**config.mk**
```make
export PLATFORM = sky130hd
export DESIGN_NAME = pinstrap_serial_regs
export DESIGN_NICKNAME = d
export VERILOG_FILES = /design/src/rtl/pssr_pkg.sv /design/src/rtl/pssr_line_monitor.sv /design/src/rtl/pssr_engine.sv /design/src/rtl/pssr_regfile.sv /design/src/rtl/pinstrap_serial_regs.sv
export SDC_FILE = /design/constraint.sdc
export NUM_CORES = 1
export LEC_CHECK = 0
export CORE_ASPECT_RATIO = 1.1
export CORE_MARGIN = 1
export CORE_UTILIZATION = 45
export CTS_BUF_LIST = sky130_fd_sc_hd__clkbuf_16
export DETAILED_ROUTE_END_ITERATION = 12
export GPL_TIMING_DRIVEN = 1
export PLACE_DENSITY_LB_ADDON = 0.2
export SLEW_MARGIN = 20
export SYNTH_ARGS = -nofsm -noshare
export SYNTH_HDL_FRONTEND = slang
export SYNTH_SLANG_ARGS = --single-unit
```
**constraint.sdc**
```tcl
create_clock -name clk -period 2.3 [get_ports clk]
set_input_delay 0.46 -clock clk [delete_from_list [all_inputs] [get_ports clk]]
set_output_delay 0.46 -clock clk [all_outputs]
set_load 0.005 [all_outputs]
```
**src/rtl/pssr_pkg.sv**
```systemverilog
// Shared types for the pin-strapped serial register slave.
package pssr_pkg;
    // Protocol engine phase
    typedef enum logic [2:0] {
        ST_IDLE,   // off the bus, waiting for a start
        ST_RX,     // shifting in a byte from the master
        ST_ACK,    // holding the acknowledge low in the ninth clock
        ST_TX,     // shifting a byte out to the master
        ST_MACK    // waiting for the master's acknowledge
    } eng_state_t;

    // Meaning of the byte being received
    typedef enum logic [1:0] {
        RX_ADDR,
        RX_PTR,
        RX_DATA
    } rx_kind_t;
endpackage

```
**src/rtl/pssr_line_monitor.sv**
```systemverilog
// Line monitor: synchronises the clock and data lines to clk and flags
// clock edges plus start and stop conditions.
// Assumes the bus runs many times slower than clk (several clk cycles per
// bus half-period). Needs SYNC_STAGES >= 2.
module pssr_line_monitor #(
    parameter int SYNC_STAGES = 2
) (
    input  logic clk,
    input  logic rst_n,
    input  logic scl_i,
    input  logic sda_i,
    output logic sda_s,
    output logic scl_rise,
    output logic scl_fall,
    output logic start_evt,
    output logic stop_evt
);
    localparam int TOP = SYNC_STAGES - 1;

    logic [TOP:0] scl_pipe;
    logic [TOP:0] sda_pipe;
    logic         scl_prev;
    logic         sda_prev;
    logic         scl_now;

    // Synchronisers and one-cycle history; an idle bus reads high
    always_ff @(posedge clk) begin
        if (!rst_n) begin
            scl_pipe <= '1;
            sda_pipe <= '1;
            scl_prev <= 1'b1;
            sda_prev <= 1'b1;
        end else begin
            scl_pipe <= {scl_pipe[TOP-1:0], scl_i};
            sda_pipe <= {sda_pipe[TOP-1:0], sda_i};
            scl_prev <= scl_pipe[TOP];
            sda_prev <= sda_pipe[TOP];
        end
    end

    assign scl_now   = scl_pipe[TOP];
    assign sda_s     = sda_pipe[TOP];
    assign scl_rise  = scl_now & ~scl_prev;
    assign scl_fall  = ~scl_now & scl_prev;
    assign start_evt = scl_now & scl_prev & sda_prev & ~sda_s;
    assign stop_evt  = scl_now & scl_prev & ~sda_prev & sda_s;
endmodule

```
**src/rtl/pssr_engine.sv**
```systemverilog
// Protocol engine: frames bytes, decodes the address byte, acknowledges,
// keeps the register pointer and serialises read data.
// Assumes the event inputs come from pssr_line_monitor. Every change to
// sda_oe happens on a clock-fall event, except the release on start/stop.
module pssr_engine
    import pssr_pkg::*;
#(
    parameter logic [3:0] DEV_TYPE = 4'b0101
) (
    input  logic       clk,
    input  logic       rst_n,
    input  logic       sda_s,
    input  logic       scl_rise,
    input  logic       scl_fall,
    input  logic       start_evt,
    input  logic       stop_evt,
    input  logic [2:0] strap_addr,
    input  logic [7:0] rd_data,
    output logic [7:0] rd_ptr,
    output logic       wr_en,
    output logic [7:0] wr_ptr,
    output logic [7:0] wr_data,
    output logic       sda_oe
);
    localparam logic [3:0] FULL = 4'd8;

    eng_state_t state;
    rx_kind_t   kind;
    logic [3:0] bitcnt;
    logic [7:0] shreg;
    logic [7:0] tx;
    logic [7:0] ptr;
    logic       go_tx;
    logic       mack_ok;
    logic       addr_match;

    assign addr_match = (shreg[7:4] == DEV_TYPE) && (shreg[3:1] == strap_addr);
    assign rd_ptr     = ptr;

    // Bus protocol state machine; stop and start override every phase
    always_ff @(posedge clk) begin
        if (!rst_n) begin
            state   <= ST_IDLE;
            kind    <= RX_ADDR;
            bitcnt  <= '0;
            shreg   <= '0;
            tx      <= '0;
            ptr     <= '0;
            go_tx   <= 1'b0;
            mack_ok <= 1'b0;
            sda_oe  <= 1'b0;
            wr_en   <= 1'b0;
            wr_ptr  <= '0;
            wr_data <= '0;
        end else begin
            wr_en <= 1'b0;
            if (stop_evt) begin
                state  <= ST_IDLE;
                sda_oe <= 1'b0;
            end else if (start_evt) begin
                state  <= ST_RX;
                kind   <= RX_ADDR;
                bitcnt <= '0;
                sda_oe <= 1'b0;
            end else begin
                unique case (state)
                    ST_IDLE: ;
                    ST_RX: begin
                        if (scl_rise && bitcnt < FULL) begin
                            shreg  <= {shreg[6:0], sda_s};
                            bitcnt <= bitcnt + 4'd1;
                        end else if (scl_fall && bitcnt == FULL) begin
                            unique case (kind)
                                RX_ADDR: begin
                                    if (addr_match) begin
                                        sda_oe <= 1'b1;
                                        go_tx  <= shreg[0];
                                        state  <= ST_ACK;
                                    end else begin
                                        state <= ST_IDLE;
                                    end
                                end
                                RX_PTR: begin
                                    ptr    <= shreg;
                                    go_tx  <= 1'b0;
                                    sda_oe <= 1'b1;
                                    state  <= ST_ACK;
                                end
                                default: begin
                                    wr_en   <= 1'b1;
                                    wr_ptr  <= ptr;
                                    wr_data <= shreg;
                                    ptr     <= ptr + 8'd1;
                                    go_tx   <= 1'b0;
                                    sda_oe  <= 1'b1;
                                    state   <= ST_ACK;
                                end
                            endcase
                        end
                    end
                    ST_ACK: begin
                        if (scl_fall) begin
                            bitcnt <= '0;
                            if (go_tx) begin
                                tx     <= rd_data;
                                sda_oe <= ~rd_data[7];
                                ptr    <= ptr + 8'd1;
                                state  <= ST_TX;
                            end else begin
                                sda_oe <= 1'b0;
                                kind   <= (kind == RX_ADDR) ? RX_PTR : RX_DATA;
                                state  <= ST_RX;
                            end
                        end
                    end
                    ST_TX: begin
                        if (scl_rise) begin
                            bitcnt <= bitcnt + 4'd1;
                        end else if (scl_fall) begin
                            if (bitcnt == FULL) begin
                                sda_oe  <= 1'b0;
                                mack_ok <= 1'b0;
                                state   <= ST_MACK;
                            end else begin
                                sda_oe <= ~tx[6];
                                tx     <= {tx[6:0], 1'b0};
                            end
                        end
                    end
                    ST_MACK: begin
                        if (scl_rise) begin
                            if (!sda_s) mack_ok <= 1'b1;
                            else        state   <= ST_IDLE;
                        end else if (scl_fall && mack_ok) begin
                            tx     <= rd_data;
                            sda_oe <= ~rd_data[7];
                            ptr    <= ptr + 8'd1;
                            bitcnt <= '0;
                            state  <= ST_TX;
                        end
                    end
                    default: state <= ST_IDLE;
                endcase
            end
        end
    end
endmodule

```
**src/rtl/pssr_regfile.sv**
```systemverilog
// Register file: CTRL_COUNT writable control slots at consecutive pointers
// from CTRL_BASE, plus a read-only status slot. Unmapped pointers read 00h.
// Assumes STATUS_PTR lies outside the control slot range.
module pssr_regfile #(
    parameter int         CTRL_COUNT = 2,
    parameter int         CTRL_BASE  = 0,
    parameter logic [7:0] STATUS_PTR = 8'h0F
) (
    input  logic                    clk,
    input  logic                    rst_n,
    input  logic                    wr_en,
    input  logic [7:0]              wr_ptr,
    input  logic [7:0]              wr_data,
    input  logic [7:0]              rd_ptr,
    input  logic [7:0]              status_i,
    output logic [7:0]              rd_data,
    output logic [CTRL_COUNT*8-1:0] ctrl_q
);
    logic [7:0] slot_q [CTRL_COUNT];

    for (genvar i = 0; i < CTRL_COUNT; i++) begin : g_slot
        localparam logic [7:0] SLOT_PTR = 8'(CTRL_BASE + i);
        // Holds one control byte; loads on a write strobe aimed at it
        always_ff @(posedge clk) begin
            if (!rst_n)                          slot_q[i] <= '0;
            else if (wr_en && wr_ptr == SLOT_PTR) slot_q[i] <= wr_data;
        end
        assign ctrl_q[i*8 +: 8] = slot_q[i];
    end

    // Read multiplexer over control slots and the status slot
    always_comb begin
        rd_data = '0;
        for (int k = 0; k < CTRL_COUNT; k++) begin
            if (rd_ptr == 8'(CTRL_BASE + k)) rd_data = slot_q[k];
        end
        if (rd_ptr == STATUS_PTR) rd_data = status_i;
    end
endmodule

```
**src/rtl/pinstrap_serial_regs.sv**
```systemverilog
// Top: two-wire serial slave with a pin-strapped address in front of two
// control registers and one read-only status byte.
// Assumes the open-drain data driver is outside: sda_oe=1 pulls the line low.
module pinstrap_serial_regs #(
    parameter int         SYNC_STAGES = 2,
    parameter logic [3:0] DEV_TYPE    = 4'b0101,
    parameter int         CTRL_BASE   = 0,
    parameter logic [7:0] STATUS_PTR  = 8'h0F
) (
    input  logic       clk,
    input  logic       rst_n,
    input  logic       scl_i,
    input  logic       sda_i,
    output logic       sda_oe,
    input  logic [2:0] strap_addr,
    input  logic [7:0] status_i,
    output logic [7:0] ctrl_a,
    output logic [7:0] ctrl_b
);
    localparam int CTRL_COUNT = 2;

    logic                    sda_s;
    logic                    scl_rise;
    logic                    scl_fall;
    logic                    start_evt;
    logic                    stop_evt;
    logic [7:0]              rd_ptr;
    logic [7:0]              rd_data;
    logic                    wr_en;
    logic [7:0]              wr_ptr;
    logic [7:0]              wr_data;
    logic [CTRL_COUNT*8-1:0] ctrl_q;

    pssr_line_monitor #(.SYNC_STAGES(SYNC_STAGES)) u_mon (
        .clk(clk), .rst_n(rst_n), .scl_i(scl_i), .sda_i(sda_i),
        .sda_s(sda_s), .scl_rise(scl_rise), .scl_fall(scl_fall),
        .start_evt(start_evt), .stop_evt(stop_evt)
    );

    pssr_engine #(.DEV_TYPE(DEV_TYPE)) u_eng (
        .clk(clk), .rst_n(rst_n), .sda_s(sda_s),
        .scl_rise(scl_rise), .scl_fall(scl_fall),
        .start_evt(start_evt), .stop_evt(stop_evt),
        .strap_addr(strap_addr), .rd_data(rd_data), .rd_ptr(rd_ptr),
        .wr_en(wr_en), .wr_ptr(wr_ptr), .wr_data(wr_data), .sda_oe(sda_oe)
    );

    pssr_regfile #(
        .CTRL_COUNT(CTRL_COUNT), .CTRL_BASE(CTRL_BASE), .STATUS_PTR(STATUS_PTR)
    ) u_regs (
        .clk(clk), .rst_n(rst_n), .wr_en(wr_en), .wr_ptr(wr_ptr),
        .wr_data(wr_data), .rd_ptr(rd_ptr), .status_i(status_i),
        .rd_data(rd_data), .ctrl_q(ctrl_q)
    );

    assign ctrl_a = ctrl_q[7:0];
    assign ctrl_b = ctrl_q[15:8];
endmodule

```
==> metrics.csv <==
metric;value;unit
period_share;0.895;
antenna_violations_before_repair;0;
static-leakage-power;1.47;nW
endpoint_kind;flip-flop;
grt_use_total;0.219;
ant_nets;0;
cellInternalPower;2.12;mW
maxCapViolCount;0;
setup_cp_type;reg2reg;
path_clk_slew;60;ps
drt_pre_antenna_iters;6;
synth_fa_ha_area_frac;0.0179;
first_pass_grt_wire_length;13700;um
arrival;2300;ps
area.sequential;0.00164;mm2
asyncSetResetFlopFracSynth;0;
rsz0062_at_grt;false;
place_ws;217;ps
clkLatencyLatePin;330;ps
initial_core_util;0.466;
clock_sinks;74;
largest_net_degree_at_the_start_of_global_routing;44;
die_x;86.1;um
worst_clock_skew;4.77;ps
multiInputGateArea;0.00171;mm2
place_congestion;0.827;
clockBufferDepth;2;
layout_setup_ws;242;ps
outcome;finished, final reports clean;
fp.dieH;94.6;um
worstPathCellList;inv_1 -> ha_1 -> nand3b_1 -> o32ai_2 -> nand3_2 -> o21bai_1 -> a211oi_1;
routed_via_density;5.51;
finalHoldViolations;0;
via_count_of_the_first_global_routing_pass;2772;
synth.ff_latch_count;74;
hold_buffers;0;
power_density;644;mW/mm2
drive_gt1_frac;0.0760;
synth.most_common_cell;dfxtp_1;
clock_power_share;0.461;
synthesis_warning_total;0;
synthesis.instances;397;
finalWorstPathRequiredPeriod;2060;ps
die_area;0.00814;mm2
drt_first_iter_violations;172;
sequentialPowerShare;0.497;
cpLargestDelayFamily;compound AO/OA/AOI/OAI gates;
postSynthNetCount;417;
synth-compound-area-share;0.190;
h_tree_lvls;3;
io_buffer_count;31;
synth_top_flop_cell;dfxtp_1;
critPathRequiredTime;2540;ps
tritoncts;yes;
wire_per_inst;15.3;um
timing.max_slew.rel_slack;0.581;
path_buf_inv;1;
cts-resized-gates;0;
cts_buffers;9;
setup_total_negative_slack;0;ps
fmax;486;MHz
final-setup-viol-count;0;
mappedNetlistArea;0.00350;mm2
layout.filler_cells;708;
syn-mean-instance-area;8.83;um2
std_cell_rows;33;
post-synth-top-area-cell;dfxtp_1;
boundaryPins;32;
power.share.combinational;0.042;
top_fanout_value_on_the_critical_path;16;
cts_root_buf;clkbuf_16;
detailed_place_hpwl;5800;um
route.vias.total;2968;
synth_simple_gate_area_share;0.235;
post_synth_mux_area_share;0.0289;
synth.distinct_cells;59;
critPathLaunchType;flip-flop;
synth_enable_flop_cells;16;
post_synth_main_area_contributors;dfxtp_1 (33%), edfxtp_1 (14%), nand2_1 (4.6%), a21oi_1 (4.6%), nor2_1 (4.5%);
sw_frac_of_total;0.218;
cpMaxStageDelayCell;dfxtp_1;
synth_top_area_frac;0.331;
nets;449;
critPathMaxStageDelay;350;ps
drcViolationCount;0;
antennaDiodeCount;0;
synth_sequential_area_ratio;0.468;
cts_post_setup_buffers_inserted;0;
synth-xor-area-share;0.0150;
global_route.overflow_total;0;
power.switching;0.592;mW
syn2layout_area_growth;20.1;%
ys_top_cells_by_count;dfxtp_1 (58), nand2_1 (43), nor2_1 (42);
routed_wl;8230;um
ir_drop;0.471;mV
final_max_slew_viol_count;0;
floorplan.core_area;0.00751;mm2
worst-slew-pin-transition;625;ps
dominant_combinational_cell_family_by_area_after_synthesis;simple AND/OR/NAND/NOR gates;
holdCritPathClass;reg2reg;
worst register-to-register path: stages (launching register included):
cell	delay, ps
dfxtp_1	350
inv_1	80
ha_1	160
nand3b_1	210
o32ai_2	330
nand3_2	320
o21bai_1	270
a211oi_1	250
registers in the layout, summed over array words and instances (netlist names):
name            count
u_eng.mack_ok       1
u_eng.shreg         8
u_eng.wr_ptr        8
u_mon.scl_prev      1
u_regs.slot_q      16
u_eng.sda_oe        1
u_mon.scl_pipe      2
u_eng.state         3
u_eng.tx            7
u_eng.wr_en         1
u_mon.sda_pipe      2
u_eng.kind          2
u_eng.rd_ptr        8
u_eng.go_tx         1
u_eng.wr_data       8
u_eng.bitcnt        4
u_mon.sda_prev      1
cells in the final DEF, fill, tap and decap left out, drive strengths merged, types with 6 or more instances in the layout:
master         instances
a21oi                 32
nor2                  42
dfxtp                 58
nor3                  12
mux2i                  9
o21ai                 13
inv                   16
clkdlybuf4s50         31
buf                   12
nand2                 43
edfxtp                16
a22o                   8
a31oi                 10
a22oi                  8
nand2b                 9
nand3b                 6
nand3                 24
clkbuf                 9
layer usage:
metal / vias to the layer above / GRT usage / share of wire
met5: - / 0 / 0
met4: 0 / 0.0792 / 0.0095
met3: 8 / 0.0481 / 0.040
met2: 63 / 0.356 / 0.49
met1: 1400 / 0.286 / 0.46
li1: 1497 / - / -
worst paths after layout:
path / from / endpoint / slack (ps) / cells after the start
setup / recovery: u_eng.bitcnt[0] / u_eng.rd_ptr[0] / 240 / 7
hold / removal: u_mon.sda_pipe[0] / u_mon.sda_pipe[1] / 410 / 1
setup reg to reg: u_eng.bitcnt[0] / u_eng.rd_ptr[0] / 240 / 7
hold reg to reg: u_mon.sda_pipe[0] / u_mon.sda_pipe[1] / 410 / 1
cells by family (layout without fill, tap and decap cells):
kind of cell / after synthesis / after routing
AND/OR/NAND/NOR: 164 / 164
AO/OA/AOI/OAI: 100 / 100
flip-flops: 74 / 74
buffers and inverters: 38 / 75
multiplexers: 10 / 10
XOR/XNOR: 6 / 6
adder cells (fa/ha/maj): 5 / 5
layout make-up:
class / instances / area share
inverters: 16 / 0.0143
multi-input cells: 285 / 0.405
repair buffers: 43 / 0.0952
flip-flops and latches: 74 / 0.390
clock inverters: 7 / 0.0104
clock buffers: 9 / 0.0535
well taps: 105 / 0.0312
power by group through the flow:
stage	combinational, mW	sequential [mW]	clock, mW
final	0.114	1.35	1.25
after global routing	0.124	1.35	1.37
after CTS	0.115	1.35	1.28
after detailed placement	0.114	1.38	0
after global placement	0.114	1.38	0
after floorplan	0.0524	1.38	0
metrics by stage:
| stage | utilization | hold slack (ps) | total power, mW | cells | instance area [um2] |
|---|---|---|---|---|---|
| after CTS | 0.560 | 411 | 2.74 | 539 | 4210 |
| after detailed placement | 0.524 | 399 | 1.49 | 523 | 3940 |
| after floorplan | - | 386 | 1.43 | 397 | 3500 |
| after global routing | 0.560 | 427 | 2.84 | 539 | 4210 |
| final | 0.560 | 407 | 2.71 | 539 | 4210 |
| after global placement | 0.524 | 388 | 1.49 | 523 | 3940 |
Note: power is estimated with default switching activity, not from simulation.
